### config.mk
export PLATFORM = sky130hd
export DESIGN_NAME = arith_shift_unit
export DESIGN_NICKNAME = d
export VERILOG_FILES = /design/src/rtl/asu_pkg.sv /design/src/rtl/asu_bside.sv /design/src/rtl/asu_ripple.sv /design/src/rtl/asu_shift.sv /design/src/rtl/arith_shift_unit.sv
export SDC_FILE = /design/constraint.sdc
export NUM_CORES = 1
export LEC_CHECK = 0
export BUFFER_PORTS_ARGS = -buffer_cell sky130_fd_sc_hd__clkbuf_2
export CAP_MARGIN = 20
export CELL_PAD_IN_SITES_DETAIL_PLACEMENT = 0
export CELL_PAD_IN_SITES_GLOBAL_PLACEMENT = 1
export CORE_AREA = 4 4 41 43
export DETAILED_ROUTE_END_ITERATION = 8
export DIE_AREA = 0 0 45 47
export PLACE_DENSITY = 0.75
export SYNTH_ARGS = -nofsm -noshare
export SYNTH_HDL_FRONTEND = slang
export SYNTH_SLANG_ARGS = --single-unit
### constraint.sdc
create_clock -name vclk -period 3.3
set_input_delay 0.66 -clock vclk [all_inputs]
set_output_delay 0.66 -clock vclk [all_outputs]
set_load 0.05 [all_outputs]
### src/rtl/asu_pkg.sv
// Package: shared types for the arithmetic and shift unit.
// Assumes a shift code formed as {sel[1], sel[0], carry_in}.
package asu_pkg;

    // B-side conditioning choices, encoded by sel[1:0].
    typedef enum logic [1:0] {
        BSIDE_ZERO = 2'b00,
        BSIDE_PASS = 2'b01,
        BSIDE_INV  = 2'b10,
        BSIDE_ONES = 2'b11
    } bside_e;

    // One-position shift choices, encoded by {sel[1:0], carry_in}.
    typedef enum logic [2:0] {
        SH_LSL  = 3'b000,
        SH_LSR  = 3'b001,
        SH_ASL  = 3'b010,
        SH_ASR  = 3'b011,
        SH_ROL  = 3'b100,
        SH_ROR  = 3'b101,
        SH_PASA = 3'b110,
        SH_PASB = 3'b111
    } shift_e;

endpackage

### src/rtl/asu_bside.sv
// Module: asu_bside
// Conditions operand B before it enters the adder: zeros, B, ~B or ones.
// Assumes a purely combinational path; no state.
module asu_bside #(
    parameter int WIDTH = 4
) (
    input  logic [WIDTH-1:0] b_in,
    input  logic [1:0]       mode,
    output logic [WIDTH-1:0] b_out
);
    import asu_pkg::*;

    // Select the conditioned B value from the two mode bits.
    always_comb begin
        case (bside_e'(mode))
            BSIDE_ZERO: b_out = '0;
            BSIDE_PASS: b_out = b_in;
            BSIDE_INV:  b_out = ~b_in;
            default:    b_out = '1;
        endcase
    end
endmodule

### src/rtl/asu_ripple.sv
// Module: asu_ripple
// Ripple-carry adder of WIDTH cascaded full adders.
// Carry enters bit 0; the carry output leaves the MSB stage.
module asu_ripple #(
    parameter int WIDTH = 4
) (
    input  logic [WIDTH-1:0] x,
    input  logic [WIDTH-1:0] y,
    input  logic             cin,
    output logic [WIDTH-1:0] sum,
    output logic             cout
);
    logic [WIDTH:0] chain;

    assign chain[0] = cin;

    // One full adder per bit position.
    for (genvar i = 0; i < WIDTH; i++) begin : g_fa
        logic prop;
        assign prop        = x[i] ^ y[i];
        assign sum[i]      = prop ^ chain[i];
        assign chain[i+1]  = (x[i] & y[i]) | (prop & chain[i]);
    end

    assign cout = chain[WIDTH];
endmodule

### src/rtl/asu_shift.sv
// Module: asu_shift
// One-position shifter: logical, arithmetic and circular, left and right.
// The bit moved out of the operand goes to shout; pass-through codes give 0.
// Assumes WIDTH >= 2.
module asu_shift #(
    parameter int WIDTH = 4
) (
    input  logic [WIDTH-1:0] a,
    input  logic [2:0]       code,
    output logic [WIDTH-1:0] res,
    output logic             shout
);
    import asu_pkg::*;

    localparam int MSB = WIDTH - 1;

    // Decode the shift code into result and shifted-out bit.
    always_comb begin
        case (shift_e'(code))
            SH_LSL, SH_ASL: begin
                res   = {a[MSB-1:0], 1'b0};
                shout = a[MSB];
            end
            SH_LSR: begin
                res   = {1'b0, a[MSB:1]};
                shout = a[0];
            end
            SH_ASR: begin
                res   = {a[MSB], a[MSB:1]};
                shout = a[0];
            end
            SH_ROL: begin
                res   = {a[MSB-1:0], a[MSB]};
                shout = a[MSB];
            end
            SH_ROR: begin
                res   = {a[0], a[MSB:1]};
                shout = a[0];
            end
            default: begin
                res   = a;
                shout = 1'b0;
            end
        endcase
    end
endmodule

### src/rtl/arith_shift_unit.sv
// Module: arith_shift_unit
// Top of the combinational arithmetic and shift unit.
// sel[2] = 0: A plus conditioned B plus carry_in; sel[2] = 1: one-bit shift of A
// chosen by {sel[1:0], carry_in}. No clock, no reset, no state.
module arith_shift_unit #(
    parameter int WIDTH = 4
) (
    input  logic [WIDTH-1:0] op_a,
    input  logic [WIDTH-1:0] op_b,
    input  logic             carry_in,
    input  logic [2:0]       sel,
    output logic [WIDTH-1:0] result,
    output logic             carry_out
);
    logic [WIDTH-1:0] b_cond;
    logic [WIDTH-1:0] add_sum;
    logic             add_cout;
    logic [WIDTH-1:0] sh_res;
    logic             sh_out;

    asu_bside #(.WIDTH(WIDTH)) u_bside (
        .b_in  (op_b),
        .mode  (sel[1:0]),
        .b_out (b_cond)
    );

    asu_ripple #(.WIDTH(WIDTH)) u_add (
        .x    (op_a),
        .y    (b_cond),
        .cin  (carry_in),
        .sum  (add_sum),
        .cout (add_cout)
    );

    asu_shift #(.WIDTH(WIDTH)) u_shift (
        .a     (op_a),
        .code  ({sel[1:0], carry_in}),
        .res   (sh_res),
        .shout (sh_out)
    );

    // Pick the active section's outputs.
    always_comb begin
        if (sel[2]) begin
            result    = sh_res;
            carry_out = sh_out;
        end else begin
            result    = add_sum;
            carry_out = add_cout;
        end
    end
endmodule

==> results of run 1 <==
[repair_timing]
| action | in CTS | in global routing |
|---|---|---|
| setup endpoints to repair | 1 | 2 |
| resized for setup | 8 | 6 |
| pin swaps | 2 | 4 |
| hold buffers | 0 | 0 |
[cell type report]
cell class,count,area (sq um),area share
Inverter,7,26.28,0.05147
Multi-Input combinational cell,33,307.8,0.6029
Tap cell,15,18.77,0.03676
Timing Repair Buffer,22,157.7,0.3088
[placed cells by master (no fill, tap or decap)]
| cell | count |
|---|---|
| clkbuf_2 | 14 |
| inv_1 | 5 |
| buf_4 | 5 |
| nand2_1 | 4 |
| o211ai_1 | 3 |
| a21oi_1 | 3 |
| fa_2 | 3 |
| mux2i_1 | 2 |
| o21ai_1 | 2 |
| mux2i_4 | 2 |
| inv_2 | 2 |
| nor2_1 | 2 |
| mux2_2 | 2 |
| buf_8 | 2 |
| nand2_2 | 1 |
| nor2b_1 | 1 |
| o21a_1 | 1 |
| o21ai_0 | 1 |
| o22ai_1 | 1 |
| o22ai_2 | 1 |
| nand2b_1 | 1 |
| nand3_1 | 1 |
| a211oi_1 | 1 |
| fa_1 | 1 |
| buf_12 | 1 |
[power by group]
group          internal [mW]  leakage, nW  switching, mW
Combinational         0.0523        0.241         0.0740
Sequential                 0            0              0
Clock                      0            0              0
Total                 0.0523        0.241         0.0740
[critical path, cell delays in order]
cell and delay [ns]:
buf_8 0.08, mux2i_4 0.21, fa_2 0.21, inv_2 0.04
fa_2 0.35, fa_2 0.36, inv_2 0.07, fa_1 0.42
mux2i_4 0.17, buf_8 0.16
[final timing paths]
check	endpoint	slack, ns	depth (start not counted)
hold / removal	result[3]	1.78	3
setup / recovery	result[3]	-0.09	10
[cells by family (layout without fill, tap and decap cells)]
kind of cell	count (synthesis)	after routing	synth area share
simple gates	10	10	0.1492
buf+inv	9	29	0.1331
compound gates	13	13	0.2580
fa+ha+maj	4	4	0.2581
mux	6	6	0.2016
[routing by layer]
layer  vias to the layer above  share of wire
met4                         0              0
met5                         -              0
met3                         0          0.064
met1                       146           0.49
met2                        12           0.44
li1                        185              -
==> results.toml, run 1 <==
[run_status]
status = "finished, violations left"
violations = "setup timing"

[min_path]
hold_class = "in -> out"
hp-start = "sel[2]"

[power]
power_uw = 126.2
pwr_density_cell_mw_per_mm2 = 247.3
ir_drop_uv = 120.8
leakage_nw = 0.2413

[global_route]
busiest_layer = "met2"
grt_pass1_vias = 342
grt_max_degree = 10
use_met1 = 0.1396
use_met3 = 0
grt_pass1_wl_um = 1435
track_usage = 0.08868
grt.overflow.total = 0
grt_use_met2 = 0.1441
antenna_found_initial = 0

[logic_synthesis]
synthTopCellsByCount = "inv_1 (7), fa_1 (4), mux2i_1 (4), nand2_1 (4)"
synth_top_area_share = 0.2581
yosysMostFrequentCell = "inv_1"
synth_top_area_cell = "fa_1"
synth_area_sq_um = 310.3
ys_seq_area_frac = 0
synthCells = 42
syn_avg_cell_area_sq_um = 7.388
ys_warn_count = 0
syn-num-nets = 58
yosys-top-cells-area = "fa_1 (26%), mux2i_1 (13%), inv_1 (8.5%)"
synth.distinct_cells = 18

[sta]
worst_pin_slew_ns = 0.3825
hold_viol_final = 0
setup_tns_ns = -0.09320
finalCriticalPeriod_ns = 3.393
relSlewSlack = 0.7434
setup_viol = 1
rsz0062_at_grt = "true"
whs_ns = 1.782
fin_crit_sh = 1.028
slew_viol_final = 0
setup_slack_ns = -0.09320
max_freq_ghz = 0.2947

[placement]
place_hpwl_um = 690.8
port_buffers = 17
place_congestion = 0.7101
dp.cells = 77
dp_slack_ns = -0.2519
place_area_sq_um = 470.5

[die]
core_sq_mm = 0.001301
die_h_um = 47
die-area_sq_mm = 0.002115
core.rowCount = 13
pin_count = 17
die_w_um = 45
start_util = 0.2385

[layout]
diodes = 0
nClkBuffers = 0
nets = 80
seqCellArea_sq_um = 0
utilization = 0.3923
final_area_sq_um = 510.5
seq_cell_count = 0
syn_to_final_growth_pct = 64.52
n_fill_cell = 146
final_cells = 77
layout-drive-gt1-share = 0.5323

[setup_path]
endpoint_kind = "primary output"
critical_path_class = "in -> out"
critPathRequiredTime_ns = 2.64
worstPathArrival_ns = 2.73
startpoint = "op_b[0]"
startpoint_type = "input pin"
cp_max_fo = 1

[route]
drc = 0
first_pass_iters = 3
drtIter0Drc = 2
num_vias = 343
via_per_inst = 4.455
wl_um = 825
route.antenna.remaining_nets = 0
wl_per_cell_um = 10.71

[flow_run]
cap_violations = 0

[clocking]
post_cts_buffers = 0
Note: power is estimated with default switching activity, not from simulation.
==> run 2: changes to the inputs <==
--- a/config.mk
+++ b/config.mk
@@ -13,6 +13,7 @@
 export DETAILED_ROUTE_END_ITERATION = 8
 export DIE_AREA = 0 0 45 47
 export PLACE_DENSITY = 0.75
+export SETUP_SLACK_MARGIN = 0.5
 export SYNTH_ARGS = -nofsm -noshare
 export SYNTH_HDL_FRONTEND = slang
 export SYNTH_SLANG_ARGS = --single-unit
==> run 2 against run 1 <==
  * The flow still finishes with violations (setup timing)
  * Cell area is 5.9% higher
  * First-iteration DRC count grew to 2.5 times the previous value
  * Worst hold slack better by 0.030 ns
  * Global-route usage increased by 0.079 points
  * Largest cell class unchanged
  * Critical path depth stayed put
  * Count of clock-buffer cells in the layout did not move
  * Wire length fell by 6.9%
  * Die area is the same
  * Via count up 0.58%
  * Core utilization is 2.3 points higher
  * Sequential share of layout area is the same
  * Sequential cell count stayed put
==> results.toml, run 2 (synthesis gave the netlist of run 1 again) <==
[die]
start_util = 0.2385
core.rowCount = 13
die_h_um = 47
pin_count = 17
die-area_sq_mm = 0.002115
die_w_um = 45
core_sq_mm = 0.001301

[sta]
setup_slack_ns = -0.03703
worst_pin_slew_ns = 0.3486
fin_crit_sh = 1.011
slew_viol_final = 0
setup_viol = 1
finalCriticalPeriod_ns = 3.337
hold_viol_final = 0
rsz0062_at_grt = "true"
whs_ns = 1.812
relSlewSlack = 0.7662
setup_tns_ns = -0.03703
max_freq_ghz = 0.2997

[layout]
syn_to_final_growth_pct = 74.19
seq_cell_count = 0
seqCellArea_sq_um = 0
nClkBuffers = 0
layout-drive-gt1-share = 0.5968
final_cell_mix = "clkbuf_2 (12), buf_4 (6), inv_1 (4), nand2_1 (4), fa_2 (4)"
nets = 80
utilization = 0.4154
multi_input_area_sq_um = 325.3
final_common_cell = "clkbuf_2"
n_fill_cell = 142
diodes = 0

[setup_path]
path_cells = "buf_8 > mux2i_4 > fa_2 > inv_2 > fa_2 > fa_2 > inv_2 > fa_2 > mux2i_4 > buf_8"
critical_path_class = "in -> out"
startpoint = "op_b[0]"
critPathRequiredTime_ns = 2.64
cp_common_cell = "fa_2"
endpoint_kind = "primary output"
startpoint_type = "input pin"
critPathMaxStageDelay_ns = 0.44
cpMaxStageDelayCell = "fa_2"
cp_max_fo = 1
worstPathArrival_ns = 2.68

[global_route]
grt_pass1_vias = 350
grt_max_degree = 10
track_usage = 0.08947
antenna_found_initial = 0
grt.overflow.total = 0
grt_pass1_wl_um = 1483

[route]
first_pass_iters = 2
route.antenna.remaining_nets = 0
wl_um = 768
num_vias = 345
wl_per_cell_um = 9.974
drtIter0Drc = 5
via_per_inst = 4.481
drc = 0

[placement]
port_buffers = 17
place_congestion = 0.7297
dp_slack_ns = -0.2012
place_hpwl_um = 691.3

[power]
leakage_nw = 0.2459
power_uw = 137.2
pwr_density_cell_mw_per_mm2 = 253.9
ir_drop_uv = 117.1

[clocking]
post_cts_buffers = 0
cts_hold_buf = 0

[min_path]
hold_class = "in -> out"
hp-start = "sel[2]"

[run_status]
status = "finished, violations left"
violations = "setup timing"

[flow_run]
cap_violations = 0
run 2: cell count changes in the layout (fill, tap and decap cells not counted):
cell	previous run	this run
fa_1	1	0
inv_1	5	4
o22ai_4	0	1
o21ai_1	2	0
fa_2	3	4
o21ai_2	0	2
buf_8	2	3
clkbuf_2	14	12
inv_2	2	3
o22ai_2	1	0
buf_4	5	6
run 2: worst max-delay path, delay by kind of cell:
family / cells / cell delay, ns
adder cells (fa/ha/maj): 4 / 1.32
buffers and inverters: 4 / 0.32
multiplexers: 2 / 0.36
run 2: cell type report:
class / count / share of cell area
multi-input combinational: 33 / 0.6019
tap: 15 / 0.03472
inverter: 7 / 0.04861
timing repair buffer: 22 / 0.3148
run 2: power by group:
part	internal, mW	total (mW)	switching (mW)
Sequential	0	0	0
Combinational	0.0601	0.137	0.0771
Clock	0	0	0
Total	0.0601	0.137	0.0771
run 2: path summary, 6_finish.rpt:
check                    to  cells past startpoint  slack (ns)
setup / recovery  result[3]                     10       -0.04
hold / removal    result[2]                      3        1.81
run 2: metrics by stage:
step,cells,instance area [sq um]
floorplan,42,364.1
global placement,77,505.5
detailed placement,77,505.5
CTS,77,536.8
global route,77,540.5
finish,77,540.5
run 2: metal layers:
metal / vias to the layer above / GRT usage / routed length [um]
met5: - / 0 / 0
met4: 0 / 0 / 0
met3: 0 / 0 / 38
met2: 10 / 0.1469 / 354
met1: 151 / 0.1396 / 375
li1: 184 / - / -
run 2: what timing repair did:
item | 4_1_cts | 5_1_grt
setup endpoints to repair | 4 | 4
resized for setup | 9 | 4
gates cloned | 0 | 0
pin swaps | 3 | 1
==> run 3: changes to the inputs <==
--- a/config.mk
+++ b/config.mk
@@ -12,7 +12,8 @@
 export CORE_AREA = 4 4 41 43
 export DETAILED_ROUTE_END_ITERATION = 8
 export DIE_AREA = 0 0 45 47
-export PLACE_DENSITY = 0.75
+export MAX_ROUTING_LAYER = met4
+export PLACE_DENSITY = 0.63
 export SETUP_SLACK_MARGIN = 0.5
 export SYNTH_ARGS = -nofsm -noshare
 export SYNTH_HDL_FRONTEND = slang
==> run 3 against run 2 <==
  * The flow still finishes with violations (setup timing)
  * Largest cell class unchanged
  * Wire length increased by 2.1%
  * Critical endpoint unchanged
  * Non-clock buffer count decreased by 1
  * Die area unchanged
==> results.toml, run 3 (synthesis gave the netlist of run 1 again) <==
[run_status]
status = "finished, violations left"
violations = "setup timing"

[layout]
seq_cell_count = 0
final_area_sq_um = 538.0
final_common_cell = "clkbuf_2"
final_cell_mix = "clkbuf_2 (12), buf_4 (5), inv_1 (4), nand2_1 (4), fa_2 (4)"
layout-drive-gt1-share = 0.5902
seqCellArea_sq_um = 0
nets = 79
final_cells = 76
diodes = 0
n_fill_cell = 148
syn_to_final_growth_pct = 73.39
nClkBuffers = 0

[placement]
place_hpwl_um = 718.7
dp_slack_ns = -0.1104
place_area_sq_um = 513.0
port_buffers = 17
place_congestion = 0.7061
dp.cells = 76

[power]
pwr_density_cell_mw_per_mm2 = 261.8
ir_drop_uv = 105.6
leakage_nw = 0.2430

[min_path]
hold_class = "in -> out"
hp-start = "sel[2]"

[die]
start_util = 0.2385
pin_count = 17
die-area_sq_mm = 0.002115
die_h_um = 47
die_w_um = 45
core_sq_mm = 0.001301
core.rowCount = 13

[sta]
hold_viol_final = 0
worst_pin_slew_ns = 0.3639
finalCriticalPeriod_ns = 3.358
setup_viol = 1
rsz0062_at_grt = "true"
max_freq_ghz = 0.2978
relSlewSlack = 0.7559
whs_ns = 1.807
fin_crit_sh = 1.017
slew_viol_final = 0
setup_slack_ns = -0.05762
setup_tns_ns = -0.05762

[setup_path]
critical_path_class = "in -> out"
startpoint = "op_b[0]"
worstPathArrival_ns = 2.70
cp_max_fo = 1
critPathRequiredTime_ns = 2.64
startpoint_type = "input pin"
endpoint_kind = "primary output"

[route]
via_per_inst = 4.579
first_pass_iters = 3
wl_per_cell_um = 10.32
drtIter0Drc = 3
wl_um = 784
route.antenna.remaining_nets = 0
num_vias = 348
drc = 0

[clocking]
cts_hold_buf = 0
post_cts_buffers = 0

[global_route]
grt_max_degree = 10
track_usage = 0.09559
grt_pass1_wl_um = 1538
grt.overflow.total = 0
antenna_found_initial = 0
grt_pass1_vias = 354

[flow_run]
cap_violations = 0
==> run 3: worst paths after layout <==
check              endpoint  cells after the start
hold / removal    result[2]                      3
setup / recovery  result[3]                     10
==> run 3: timing repair <==
action	CTS	global route
gates resized for setup	7	3
pin swaps	3	1
endpoints found under the setup margin	4	4
==> run 3: final cells by class <==
class / instances / area, sq um / area share
Inverter: 7 / 26.28 / 0.04884
Multi-Input combinational cell: 33 / 325.3 / 0.6047
Tap cell: 15 / 18.77 / 0.03488
Timing Repair Buffer: 21 / 167.7 / 0.3116
==> run 3: per-stage QoR <==
step | power [mW] | utilization
finish | 0.1409 | 0.4135
global route | 0.1530 | 0.4135
CTS | 0.1414 | 0.4115
detailed placement | 0.1336 | 0.3942
global placement | 0.1337 | 0.3942
floorplan | 0.08753 | -
==> run 3: per-layer routing <==
| layer | share of wire | vias up | GRT usage |
|---|---|---|---|
| met1 | 0.49 | 156 | 0.1393 |
| met3 | 0.043 | 0 | 0 |
| li1 | - | 183 | - |
| met5 | 0 | - | - |
| met2 | 0.47 | 9 | 0.1582 |
| met4 | 0 | 0 | 0 |
==> run 3: power by group <==
| group | internal, mW | total, mW | switching, mW |
|---|---|---|---|
| clock | 0 | 0 | 0 |
| combinational | 0.0626 | 0.141 | 0.0782 |
| sequential | 0 | 0 | 0 |
| total | 0.0626 | 0.141 | 0.0782 |
==> run 3: worst max-delay path, stage by stage <==
cell	delay, ns
buf_8	0.07
mux2i_4	0.21
fa_2	0.21
inv_2	0.03
fa_2	0.33
fa_2	0.34
inv_2	0.06
fa_2	0.44
mux2i_4	0.18
buf_12	0.16
